File: src/rtl/owt_pkg.sv
package owt_pkg;
  typedef enum logic [1:0] {OP_RST = 2'd0, OP_W0 = 2'd1, OP_W1 = 2'd2, OP_RD = 2'd3} slot_op_e;
  typedef enum logic [1:0] {ST_OK = 2'd0, ST_NODEV = 2'd1, ST_FAULT = 2'd2} txn_status_e;
  typedef enum logic [2:0] {PH_RST = 3'd0, PH_ROMW = 3'd1, PH_ROMR = 3'd2,
                            PH_XW = 3'd3, PH_XR = 3'd4} phase_e;
  typedef enum logic [1:0] {S_IDLE = 2'd0, S_SLOT = 2'd1, S_FIN = 2'd2} seq_state_e;
  localparam logic [1:0] PR_OK   = 2'd0;
  localparam logic [1:0] PR_NONE = 2'd1;
endpackage

File: src/rtl/owt_byte_ram.sv
module owt_byte_ram #(
  parameter int DEPTH = 8,
  parameter int AW    = (DEPTH > 1) ? $clog2(DEPTH) : 1
) (
  input  logic          clk_i,
  input  logic          we_i,
  input  logic [AW-1:0] waddr_i,
  input  logic [7:0]    wdata_i,
  input  logic [AW-1:0] raddr_i,
  output logic [7:0]    rdata_o
);
  logic [7:0] mem [DEPTH];

  always_ff @(posedge clk_i) begin
    if (we_i) mem[waddr_i] <= wdata_i;
  end

  assign rdata_o = mem[raddr_i];
endmodule

File: src/rtl/owt_seq_ctl.sv
module owt_seq_ctl
  import owt_pkg::*;
#(
  parameter int BUF_BYTES = 8,
  parameter int LEN_W     = 8,
  parameter int RETRIES   = 4,
  parameter int AW        = (BUF_BYTES > 1) ? $clog2(BUF_BYTES) : 1
) (
  input  logic             clk_i,
  input  logic             rst_ni,
  input  logic             start_i,
  input  logic [LEN_W-1:0] rom_len_i,
  input  logic [LEN_W-1:0] rom_rd_len_i,
  input  logic [LEN_W-1:0] xpt_len_i,
  input  logic [LEN_W-1:0] xpt_rd_len_i,
  input  logic             overdrive_i,
  input  logic             bit_read_i,
  output logic             cmd_sel_o,
  output logic [AW-1:0]    cmd_raddr_o,
  input  logic [7:0]       cmd_rdata_i,
  output logic             rx_we_o,
  output logic             rx_sel_o,
  output logic [AW-1:0]    rx_waddr_o,
  output logic [7:0]       rx_wdata_o,
  output logic             slot_req_o,
  output logic [1:0]       slot_op_o,
  output logic             slot_od_o,
  input  logic             slot_done_i,
  input  logic             slot_bit_i,
  input  logic [1:0]       slot_pres_i,
  output logic             busy_o,
  output logic             done_o,
  output logic [1:0]       status_o
);
  localparam int MAXBITS = BUF_BYTES * 8;
  localparam int CNT_W   = $clog2(MAXBITS + 1);
  localparam int TRY_W   = (RETRIES > 0) ? $clog2(RETRIES + 1) : 1;

  function automatic logic [CNT_W-1:0] clamp_len(input logic [LEN_W-1:0] v, input int unsigned lim);
    logic [31:0] w;
    w = 32'(v);
    if (w > lim) w = lim;
    return CNT_W'(w);
  endfunction

  function automatic logic [CNT_W-1:0] to_slots(input logic [CNT_W-1:0] nbytes);
    return CNT_W'({nbytes, 3'b000});
  endfunction

  seq_state_e        state_q;
  phase_e            phase_q, nxt_ph;
  logic [CNT_W-1:0]  cnt_q;
  logic [TRY_W-1:0]  tries_q;
  logic              od_q;
  logic [7:0]        sh_q, sh_nxt;
  logic [CNT_W-1:0]  n_romw_q, n_romr_q, n_xw_q, n_xr_q;
  logic [1:0]        status_q;
  logic [CNT_W-1:0]  tot [8];
  logic [CNT_W-1:0]  cur_tot;
  logic [2:0]        bit_idx;
  logic              last, is_rd, is_wr, nxt_any, hs;

  always_comb begin
    for (int k = 0; k < 8; k++) tot[k] = '0;
    tot[PH_ROMW] = n_romw_q;
    tot[PH_ROMR] = n_romr_q;
    tot[PH_XW]   = n_xw_q;
    tot[PH_XR]   = n_xr_q;
  end

  assign cur_tot = tot[phase_q];
  assign bit_idx = cnt_q[2:0];
  assign last    = (CNT_W'(cnt_q + 1'b1) == cur_tot);
  assign is_rd   = (phase_q == PH_ROMR) || (phase_q == PH_XR);
  assign is_wr   = (phase_q == PH_ROMW) || (phase_q == PH_XW);
  assign hs      = (state_q == S_SLOT) && slot_done_i;

  // first non-empty phase after the current one
  always_comb begin
    nxt_ph  = PH_RST;
    nxt_any = 1'b0;
    for (int k = 4; k >= 1; k--) begin
      if (k > int'(phase_q) && tot[k] != '0) begin
        nxt_ph  = phase_e'(k);
        nxt_any = 1'b1;
      end
    end
  end

  always_comb begin
    sh_nxt          = sh_q;
    sh_nxt[bit_idx] = slot_bit_i;
  end

  always_comb begin
    if (phase_q == PH_RST)  slot_op_o = OP_RST;
    else if (is_rd)         slot_op_o = OP_RD;
    else if (cmd_rdata_i[bit_idx]) slot_op_o = OP_W1;
    else                    slot_op_o = OP_W0;
  end

  assign slot_req_o  = (state_q == S_SLOT);
  assign slot_od_o   = od_q && ((phase_q == PH_XW) || (phase_q == PH_XR));
  assign cmd_sel_o   = (phase_q == PH_XW);
  assign cmd_raddr_o = AW'(cnt_q >> 3);
  assign rx_sel_o    = (phase_q == PH_XR);
  assign rx_waddr_o  = AW'(cnt_q >> 3);
  assign rx_wdata_o  = sh_nxt;
  assign rx_we_o     = hs && is_rd && ((bit_idx == 3'd7) || last);
  assign busy_o      = (state_q != S_IDLE);
  assign done_o      = (state_q == S_FIN);
  assign status_o    = status_q;

  always_ff @(posedge clk_i or negedge rst_ni) begin
    if (!rst_ni) begin
      state_q  <= S_IDLE;
      phase_q  <= PH_RST;
      cnt_q    <= '0;
      tries_q  <= '0;
      od_q     <= 1'b0;
      sh_q     <= '0;
      n_romw_q <= '0;
      n_romr_q <= '0;
      n_xw_q   <= '0;
      n_xr_q   <= '0;
      status_q <= ST_OK;
    end else begin
      unique case (state_q)
        S_IDLE: if (start_i) begin
          state_q  <= S_SLOT;
          phase_q  <= PH_RST;
          cnt_q    <= '0;
          tries_q  <= '0;
          sh_q     <= '0;
          od_q     <= overdrive_i;
          n_romw_q <= to_slots(clamp_len(rom_len_i, BUF_BYTES));
          n_romr_q <= to_slots(clamp_len(rom_rd_len_i, BUF_BYTES));
          n_xw_q   <= to_slots(clamp_len(xpt_len_i, BUF_BYTES));
          if (xpt_len_i == '0)  n_xr_q <= '0;
          else if (bit_read_i)  n_xr_q <= clamp_len(xpt_rd_len_i, MAXBITS);
          else                  n_xr_q <= to_slots(clamp_len(xpt_rd_len_i, BUF_BYTES));
        end
        S_SLOT: if (slot_done_i) begin
          if (phase_q == PH_RST) begin
            if (slot_pres_i == PR_OK) begin
              if (nxt_any) begin
                phase_q <= nxt_ph;
                cnt_q   <= '0;
              end else begin
                state_q  <= S_FIN;
                status_q <= ST_OK;
              end
            end else if (slot_pres_i == PR_NONE) begin
              if (int'(tries_q) >= RETRIES) begin
                state_q  <= S_FIN;
                status_q <= ST_NODEV;
              end else begin
                tries_q <= tries_q + 1'b1;
              end
            end else begin
              state_q  <= S_FIN;
              status_q <= ST_FAULT;
            end
          end else begin
            if (is_rd) sh_q <= rx_we_o ? 8'h00 : sh_nxt;
            if (last) begin
              cnt_q <= '0;
              if (nxt_any) begin
                phase_q <= nxt_ph;
              end else begin
                state_q  <= S_FIN;
                status_q <= ST_OK;
              end
            end else begin
              cnt_q <= cnt_q + 1'b1;
            end
          end
        end
        S_FIN: state_q <= S_IDLE;
        default: state_q <= S_IDLE;
      endcase
    end
  end

  logic unused_wr;
  assign unused_wr = is_wr;
endmodule

File: src/rtl/owt_txn_seq.sv
module owt_txn_seq
  import owt_pkg::*;
#(
  parameter int BUF_BYTES = 8,
  parameter int LEN_W     = 8,
  parameter int RETRIES   = 4,
  parameter int AW        = (BUF_BYTES > 1) ? $clog2(BUF_BYTES) : 1
) (
  input  logic             clk_i,
  input  logic             rst_ni,
  input  logic             start_i,
  input  logic [LEN_W-1:0] rom_len_i,
  input  logic [LEN_W-1:0] rom_rd_len_i,
  input  logic [LEN_W-1:0] xpt_len_i,
  input  logic [LEN_W-1:0] xpt_rd_len_i,
  input  logic             overdrive_i,
  input  logic             bit_read_i,
  input  logic             cmd_we_i,
  input  logic             cmd_sel_i,
  input  logic [AW-1:0]    cmd_addr_i,
  input  logic [7:0]       cmd_data_i,
  input  logic             rsp_sel_i,
  input  logic [AW-1:0]    rsp_addr_i,
  output logic [7:0]       rsp_data_o,
  output logic             slot_req_o,
  output logic [1:0]       slot_op_o,
  output logic             slot_od_o,
  input  logic             slot_done_i,
  input  logic             slot_bit_i,
  input  logic [1:0]       slot_pres_i,
  output logic             busy_o,
  output logic             done_o,
  output logic [1:0]       status_o
);
  logic          cmd_rsel;
  logic [AW-1:0] cmd_raddr;
  logic [7:0]    cmd_rd [2];
  logic [7:0]    rx_rd  [2];
  logic          rx_we, rx_sel;
  logic [AW-1:0] rx_waddr;
  logic [7:0]    rx_wdata;

  for (genvar g = 0; g < 2; g++) begin : g_buf
    owt_byte_ram #(.DEPTH(BUF_BYTES), .AW(AW)) u_cmd (
      .clk_i   (clk_i),
      .we_i    (cmd_we_i && (cmd_sel_i == 1'(g))),
      .waddr_i (cmd_addr_i),
      .wdata_i (cmd_data_i),
      .raddr_i (cmd_raddr),
      .rdata_o (cmd_rd[g])
    );
    owt_byte_ram #(.DEPTH(BUF_BYTES), .AW(AW)) u_rx (
      .clk_i   (clk_i),
      .we_i    (rx_we && (rx_sel == 1'(g))),
      .waddr_i (rx_waddr),
      .wdata_i (rx_wdata),
      .raddr_i (rsp_addr_i),
      .rdata_o (rx_rd[g])
    );
  end

  assign rsp_data_o = rx_rd[rsp_sel_i];

  owt_seq_ctl #(.BUF_BYTES(BUF_BYTES), .LEN_W(LEN_W), .RETRIES(RETRIES), .AW(AW)) u_ctl (
    .clk_i        (clk_i),
    .rst_ni       (rst_ni),
    .start_i      (start_i),
    .rom_len_i    (rom_len_i),
    .rom_rd_len_i (rom_rd_len_i),
    .xpt_len_i    (xpt_len_i),
    .xpt_rd_len_i (xpt_rd_len_i),
    .overdrive_i  (overdrive_i),
    .bit_read_i   (bit_read_i),
    .cmd_sel_o    (cmd_rsel),
    .cmd_raddr_o  (cmd_raddr),
    .cmd_rdata_i  (cmd_rd[cmd_rsel]),
    .rx_we_o      (rx_we),
    .rx_sel_o     (rx_sel),
    .rx_waddr_o   (rx_waddr),
    .rx_wdata_o   (rx_wdata),
    .slot_req_o   (slot_req_o),
    .slot_op_o    (slot_op_o),
    .slot_od_o    (slot_od_o),
    .slot_done_i  (slot_done_i),
    .slot_bit_i   (slot_bit_i),
    .slot_pres_i  (slot_pres_i),
    .busy_o       (busy_o),
    .done_o       (done_o),
    .status_o     (status_o)
  );
endmodule

File: config.mk
export PLATFORM = sky130hd
export DESIGN_NAME = owt_txn_seq
export DESIGN_NICKNAME = d
export VERILOG_FILES = /design/src/rtl/owt_pkg.sv /design/src/rtl/owt_byte_ram.sv /design/src/rtl/owt_seq_ctl.sv /design/src/rtl/owt_txn_seq.sv
export SDC_FILE = /design/constraint.sdc
export NUM_CORES = 1
export LEC_CHECK = 0
export BUFFER_PORTS_ARGS = -buffer_cell sky130_fd_sc_hd__buf_2
export CAP_MARGIN = 20
export CORE_MARGIN = 2
export CORE_UTILIZATION = 60
export DETAILED_ROUTE_END_ITERATION = 16
export PLACE_DENSITY = 0.76
export SYNTH_ARGS = -nofsm -noshare
export SYNTH_HDL_FRONTEND = slang
export SYNTH_HIERARCHICAL = 1
export SYNTH_SLANG_ARGS = --single-unit
File: constraint.sdc
create_clock -name clk_i -period 3.85 [get_ports clk_i]
set_input_delay 0.385 -clock clk_i [delete_from_list [all_inputs] [get_ports clk_i]]
set_output_delay 0.385 -clock clk_i [all_outputs]
set_load 0.02 [all_outputs]
# After elaboration in Yosys (flattened, before gate mapping)
# Memory sizes are Yosys's and may differ from the RTL's.
# Cells that the tools add are included.
# Widths: inputs -> output; s select.
[totals] register_bits=45 mem_bits_rw=256 input_bits=58 output_inout_bits=16 elab_cells=173 n_memories=4
[mem_list] memory="g_buf[0].u_cmd.mem" depth=8 width=8 rd=1 rd_clocked_by_memory_dff=0 wr=1 line_no="owt_byte_ram.sv:12" text="logic [7:0] mem [DEPTH];"
[mem_list] memory="g_buf[0].u_rx.mem" depth=8 width=8 rd=1 rd_clocked_by_memory_dff=0 wr=1 line_no="owt_byte_ram.sv:12"
[mem_list] memory="g_buf[1].u_cmd.mem" depth=8 width=8 rd=1 rd_clocked_by_memory_dff=0 wr=1 line_no="owt_byte_ram.sv:12"
[mem_list] memory="g_buf[1].u_rx.mem" depth=8 width=8 rd=1 rd_clocked_by_memory_dff=0 wr=1 line_no="owt_byte_ram.sv:12"
[classes] addsub=2 order_cmp=15 eq_ne=21 muxes=81 bitwise_logic=5 reduce_logical=34
[op_table] op="$mux 8" n=11
[op_table] op="$mux 7" n=11
[op_table] op="$mux 3" n=15
[op_table] op="$mux 2" n=17
[op_table] op="$gt 8x4->1 const B" n=4
[op_table] op="$reduce_bool 7->1" n=4
[op_table] op="$bmux 7 s3" n=1
[op_table] op="$mux 4" n=4
[op_table] op="$pmux 8 s2" n=1
[op_table] op="$reduce_and 5->1" n=3
[op_table] op="$mux 1" n=14
[op_table] op="$pmux 7 s2" n=1
[op_table] op="$logic_and 1x1->1" n=13
[op_table] op="$pmux 3 s2" n=2
[op_table] op="$bwmux 8" n=1
[op_table] op="$gt 8x7->1 const B" n=1
[op_table] op="$logic_not 8->1" n=1
[op_table] op="$ne 2x1->1 const B" n=4
[op_table] op="$ne 2x2->1 const B" n=4
[op_table] op="$reduce_and 4->1" n=2
[op_table] op="$add 7x1->7 const B" n=1
[op_table] op="$eq 7x7->1" n=1
[op_table] op="$reduce_and 7->1" n=1
[op_table] op="$eq 3x2->1 const B" n=2
[op_table] op="other kinds (28)" n=39

# Depth between registers and ports, before layout
# Gate-level depths: netlist (run 1).
[logic_depth] depth_word=12 ltp_mapped=12 ltp_nobuf=10

# By module
# The synthesis (run 1) kept the hierarchy.
[by_module_without_submodules] mod="owt_byte_ram" n_inst=4 cells_per_inst=106 area_each_um2=2531.2 seq_area_each_um2=1921.8
[by_module_without_submodules] mod="owt_seq_ctl" n_inst=1 cells_per_inst=304 area_each_um2=2802.7 seq_area_each_um2=1126.1
[by_module_without_submodules] mod="owt_txn_seq" n_inst=1 cells_per_inst=22 area_each_um2=287.8 seq_area_each_um2=0.0

# Worst setup path after synthesis (run 1)
# OpenSTA, ideal clock, no wires.
[synth_path] path_kind="reg-to-output" from="reg u_ctl.cnt_q[3]" to="out slot_op_o[0]" arrival_time_ps=2910 required_ps=3465 setup_slack_ps=555 path_stages_with_launch=12 path_buffers=3 cell_sequence="dfrtp_1 buf_4 buf_6 buf_12 mux4_1 mux2_2 mux2_4 mux2_2 nand2_1 o21ai_0 or3_1 a21oi_1"
[synth_lines] item="start, declared" line_no="owt_seq_ctl.sv:52" text="logic [CNT_W-1:0] cnt_q;"
[synth_lines] item="start signal, assigned" line_no="owt_seq_ctl.sv:175" text="cnt_q <= cnt_q + 1'b1;"
[synth_lines] item="end, declared" line_no="owt_txn_seq.sv:26" text="output logic [1:0] slot_op_o,"

==> impl_metrics.json, run 1 <==
{
  "postSynthCellCount": 750,
  "hp-class": "input pin to flop",
  "area_delta_synth_final_pct": 13.1,
  "period_needed_ns": 3.80,
  "grtUsageTotal_pct": 22.7,
  "start_kind": "flop",
  "peakVddDrop_mv": 0.400,
  "synth-edff-count": 256,
  "antenna_cells": 0,
  "clkTransAtPathRegs_ns": 0.06,
  "layout.cells.non_filler": 1154,
  "cp_data_arrival_time_ns": 3.41,
  "endpoint_kind": "output pin",
  "hold_violations": 0,
  "clockBufferDepth": 3,
  "synth_area_per_cell_sq_um": 17.6,
  "finalCritPeriodShare_pct": 98.7,
  "drt_first_pass_iters": 5,
  "power.leakage_nw": 5.36,
  "yosysUniqueCellTypes": 58,
  "grt_pass1_wl_um": 41200,
  "post_drt_wl_per_cell_um": 22.7,
  "dpl.cell_count": 1090,
  "drt_iter0_drc": 661,
  "grt_overflow": 0,
  "syn-cell-area_sq_um": 13200,
  "critPathMaxFanout": 5,
  "cts.root.buffer_cell": "clkbuf_16",
  "die-area_sq_um": 23200,
  "synth_top_area_share_pct": 58.2,
  "grt_max_degree": 46,
  "vias": 7192,
  "maxSlewViolCount": 0,
  "slew_headroom_pct": 32.3,
  "drcViolationCount": 0,
  "fin_nets": 911,
  "die_w_um": 152,
  "dp_hpwl_um": 16900,
  "grt_pass1_vias": 7412,
  "row_count": 54,
  "clock_latency_ns": 0.55,
  "ys_seq_area_share_pct": 66.7,
  "synth_ff_type": "edfxtp_1",
  "cts_buffers": 30,
  "antenna_found_initial": 0,
  "crit_required_ns": 3.46,
  "finalSetupViolations": 0,
  "h-tree-depth": 1,
  "drv_cap": 0,
  "worstHoldPathCells": 3,
  "port_buffers": 73,
  "clock_sinks": 301,
  "clock_skew_ns": 0.0159,
  "max_slew.worst_pin.slew_ns": 1.01,
  "start_util_pct": 60.9,
  "layout-drive-gt1-share_pct": 26.9,
  "pin_count": 74,
  "cts_tree": "yes",
  "fmax_mhz": 263,
  "synth_most_common_cell": "edfxtp_1",
  "rrSetupSlack_ns": 0.63,
  "postRouteAntennaNets": 0,
  "ys_ff_latch": 301,
  "coreArea_sq_um": 21700,
  "cellPowerDensity_nw_per_um2": 508,
  "async_flop_share_pct": 15.0,
  "die_height_um": 152,
  "synthTopCellsByArea": "edfxtp_1, mux4_1, dfrtp_1",
  "vias_per_cell": 6.23,
  "ys_top_cells_by_count": "edfxtp_1, mux4_1, nor2_1",
  "syn-num-nets": 811,
  "yosys.area.top_type": "edfxtp_1",
  "outcome": "complete, no violations",
  "path_class": "flop to output pin",
  "r2r_cells": 10,
  "yosys_warnings": 6,
  "drt_wl_total_um": 26200,
  "globalplace.congestion": 0.859,
  "fin_tns_setup_ns": 0
}
==> cell usage in the layout (no fill, tap or decap), types with 4 or more instances in the layout <==
cell	synthesis	final
a21oi_1	16	15
a22o_1	10	10
a22oi_1	5	5
a32o_1	13	13
and2_1	5	5
buf_12	4	5
buf_2	8	72
buf_4	7	35
clkbuf_1	15	6
clkbuf_16	0	32
clkinv_1	0	6
clkinv_2	0	9
dfrtp_1	45	44
edfxtp_1	256	256
inv_1	5	5
mux2_2	42	41
mux2_4	16	17
mux4_1	60	56
mux4_2	4	8
nand2_1	44	44
nand2b_1	13	13
nand3_1	12	12
nor2_1	51	51
nor2b_1	6	6
nor3_1	16	14
o21ai_0	13	12
o31ai_1	5	5
or4_1	5	5
xnor2_1	6	6
xor2_1	4	4
==> per-layer routing <==
metal  vias up  wire [um]  GRT usage, %
li1       3249          -             -
met1      3648      10700          31.0
met2       258      13600          39.2
met3        37       1290          3.16
met4         0        561          6.00
met5         -          0             0
==> path summary, 6_finish.rpt <==
check                                       from                 endpoint
worst max-delay path              u_ctl/cnt_q[3]             slot_op_o[0]
worst min-delay path                 overdrive_i               u_ctl/od_q
worst max register to register  u_ctl/phase_q[2]  g_buf[1].u_rx/mem[0][7]
worst min register to register  u_ctl/tries_q[0]         u_ctl/tries_q[0]
max in group asynchronous                 rst_ni           u_ctl/cnt_q[3]
min in group asynchronous                 rst_ni         u_ctl/state_q[0]
==> area by class of cell <==
type,instances,area [sq um]
clock buffers,37,798
fillers,1385,6740
well taps,280,350
inverters,5,18.8
clock inverters,19,144
multi-input cells,397,4050
flip-flops and latches,301,8820
repair buffers,115,769
==> metrics by stage <==
stage	power, mW	hold slack [ns]	worst slack, ns	utilization [%]	area, sq um
finish	7.60	0.0151	0.0519	68.9	14900
global route	7.87	0.0367	-0.0308	68.9	14900
CTS	7.60	0.00217	0.0276	68.4	14800
detailed placement	4.86	0.474	0.274	63.9	13900
global placement	4.81	0.463	0.289	63.9	13900
floorplan	4.56	0.0894	0.555	-	13200
==> registers in the layout, summed over array words and instances (netlist names), 3 cells and up <==
register,cells
u_ctl/n_romr_q,4
u_ctl/tries_q,3
g_buf.u_cmd/mem,128
g_buf.u_rx/mem,128
u_ctl/n_xr_q,7
u_ctl/n_romw_q,4
u_ctl/sh_q,8
u_ctl/n_xw_q,4
u_ctl/phase_q,3
u_ctl/cnt_q,7
==> timing repair <==
action | CTS | global route
gates resized for setup | 1 | 13
buffers inserted | 2 | 3
endpoints found under the hold margin | 0 | 45
hold buffers | 0 | 1
pin swaps | 0 | 1
setup endpoints to repair | 2 | 2
cloned | 0 | 1
==> where the power goes <==
group | internal (mW) | leakage, nW | switching [mW]
sequential | 3.66 | 2.95 | 0.0971
combinational | 0.398 | 1.95 | 0.687
clock | 1.60 | 0.466 | 1.15
total | 5.66 | 5.36 | 1.94
==> worst max-delay path, cell delays in order (launching register included) <==
cell,delay (ns)
dfrtp_4,0.50
clkbuf_16,0.18
mux4_1,0.55
mux2_2,0.28
mux2_4,0.25
mux2_2,0.27
nand2_1,0.07
o21ai_1,0.07
or3_4,0.41
a21oi_2,0.12
buf_4,0.15
==> cell families after synthesis <==
| group | synth area share, % |
|---|---|
| compound gates | 4.78 |
| xor+xnor | 0.663 |
| fa+ha+maj | 0.284 |
| buf+inv | 2.76 |
| flops | 66.7 |
| mux | 18.3 |
| simple gates | 6.51 |
(Power assumes the default switching activity.)
==> run 2, diff against run 1 <==
- CORE_MARGIN: 2 -> unset
- CORE_UTILIZATION: 60 -> 55
- CTS_CLUSTER_DIAMETER: unset -> 120
- PLACE_DENSITY: 0.76 -> 0.7
==> run 2 against run 1 <==
Clock skew decreased by 0.0045 ns. Global-route usage decreased by 1.7 points. Power grew 2.6%. Core utilization fell by 4.3 points. Critical path depth increased by 2. Combinational power hardly changed. Critical endpoint unchanged. Largest power group unchanged.
==> impl_metrics.json, run 2 (synthesized netlist as in run 1, its figures left out) <==
{
  "finalCritPeriodShare_pct": 99.4,
  "area_delta_synth_final_pct": 15.1,
  "dpl.cell_count": 1127,
  "clock_sinks": 301,
  "drt_wl_total_um": 25900,
  "maxSlewViolCount": 0,
  "slew_headroom_pct": 30.1,
  "layout.cells.non_filler": 1205,
  "p_int_mw": 5.85,
  "grt_max_degree": 46,
  "port_buffers": 73,
  "cp_data_arrival_time_ns": 3.44,
  "combPwrFrac_pct": 13.7,
  "drt_iter0_drc": 512,
  "cts.root.buffer_cell": "clkbuf_16",
  "grt_pass1_wl_um": 39000,
  "worstReg2RegEnd": "g_buf[1].u_rx/mem[4][6]",
  "clockBufferDepth": 3,
  "finalPower_mw": 7.80,
  "antenna_found_initial": 0,
  "drt_first_pass_iters": 5,
  "clock_skew_ns": 0.0114,
  "row_count": 56,
  "cp-startpoint": "u_ctl/cnt_q[3]",
  "pwr-share-clk_pct": 37.9,
  "path_class": "flop to output pin",
  "period_needed_ns": 3.83,
  "layout-drive-gt1-share_pct": 29.8,
  "start_util_pct": 56.1,
  "p_sw_share_pct": 25.0,
  "cts_buffers": 30,
  "rr_startpoint": "u_ctl/cnt_q[1]",
  "power.leakage_nw": 5.46,
  "drv_cap": 0,
  "fin_area_sq_um": 15200,
  "post_drt_wl_per_cell_um": 21.5,
  "finalSetupViolations": 0,
  "critPathMaxFanout": 7,
  "drcViolationCount": 0,
  "grt_overflow": 0,
  "peakVddDrop_mv": 0.434,
  "cellPowerDensity_nw_per_um2": 513,
  "grtUsageTotal_pct": 20.9,
  "clock_latency_ns": 0.54,
  "dp_hpwl_um": 16300,
  "grt_pass1_vias": 6961,
  "cts_tree": "yes",
  "globalplace.congestion": 0.820,
  "post_dp_cell_area_sq_um": 13900,
  "fmax_mhz": 261,
  "p_seq_share_pct": 48.4,
  "coreArea_sq_um": 23500,
  "rsz0062_at_grt": "true",
  "hold_violations": 0,
  "die_w_um": 157,
  "postRouteAntennaNets": 0,
  "h-tree-depth": 1,
  "vias_per_cell": 5.94,
  "max_slew.worst_pin.slew_ns": 1.04,
  "critPathCapture": "slot_op_o[0]",
  "rrSetupSlack_ns": 0.67,
  "r2r_cells": 11,
  "pin_count": 74,
  "worstHoldPathCells": 3,
  "fin_nets": 927,
  "vias": 7160,
  "die_height_um": 157,
  "clkTransAtPathRegs_ns": 0.06,
  "hp-class": "input pin to flop",
  "start_kind": "flop",
  "endpoint_kind": "output pin",
  "outcome": "complete, no violations",
  "die-area_sq_um": 24700,
  "antenna_cells": 0,
  "p_sw_mw": 1.95,
  "largest_registers": "g_buf.u_cmd/mem x128, g_buf.u_rx/mem x128, u_ctl/sh_q x8",
  "final_cell_mix": "edfxtp_1, buf_2, nor2_1, mux4_1, buf_4",
  "final_common_cell": "edfxtp_1",
  "crit_required_ns": 3.46
}
-- run 2: cell types whose count changed in the layout (fill, tap and decap cells not counted), sizes merged --
cell | previous run | this run
bufinv | 2 | 5
buf | 113 | 130
clkinv | 16 | 10
clkbuf | 38 | 34
clkinvlp | 1 | 3
-- run 2: final cells by class --
type,count,area (sq um)
flip-flops and latches,301,8810
fillers,1628,8330
multi-input cells,397,4050
repair buffers,131,928
clock buffers,34,787
well taps,319,399
clock inverters,18,218
inverters,5,18.8
-- run 2: worst min path at each step --
stage                     startpoint                to  slack, ns
finish                   overdrive_i        u_ctl/od_q       0.03
global route             overdrive_i        u_ctl/od_q       0.03
CTS                      overdrive_i        u_ctl/od_q      0.009
floorplan                     rst_ni    u_ctl/cnt_q[0]       0.09
detailed placement     u_ctl/sh_q[7]     u_ctl/sh_q[7]       0.48
global placement    u_ctl/tries_q[0]  u_ctl/tries_q[0]       0.47
-- run 2: timing repair --
action / 4_1_cts / 5_1_grt
endpoints found under the setup margin: 2 / 1
buffers inserted: 4 / 20
cloned: 0 / 0
pin swaps: 0 / 4
resized for setup: 0 / 34
hold buffers: 0 / 1
endpoints found under the hold margin: 0 / 20
-- run 2: critical path, stage by stage (launching register included) --
cell,delay (ns)
dfrtp_2,0.43
buf_12,0.14
buf_8,0.12
buf_4,0.11
buf_4,0.12
mux4_1,0.55
mux2_4,0.30
mux2_4,0.27
nand3_1,0.08
a21boi_1,0.09
or3_4,0.39
a21oi_2,0.14
buf_4,0.15
-- run 2: through the flow --
stage / setup slack (ns) / utilization (%) / hold WS (ns) / TNS [ns]
finish: 0.0248 / 64.6 / 0.0329 / 0
global route: -0.0692 / 64.6 / 0.0276 / -0.0692
CTS: 0.00804 / 63.6 / 0.00853 / 0
detailed placement: 0.489 / 59.2 / 0.480 / 0
global placement: 0.503 / 59.2 / 0.467 / 0
floorplan: 0.555 / - / 0.0894 / 0
-- run 2: per-layer routing --
metal / global-route usage, % / wire (um) / vias up
li1: - / - / 3274
met1: 29.1 / 11200 / 3629
met2: 35.5 / 13100 / 217
met3: 2.31 / 1100 / 40
met4: 5.69 / 500 / 0
met5: 0 / 0 / -
-- run 2: power groups by stage --
stage / registers, mW / logic [mW] / clock network, mW
finish: 3.78 / 1.07 / 2.96
detailed placement: 3.84 / 1.03 / 0
CTS: 3.77 / 1.04 / 3.00
floorplan: 3.79 / 0.777 / 0
global route: 3.79 / 1.16 / 3.11
global placement: 3.83 / 0.992 / 0
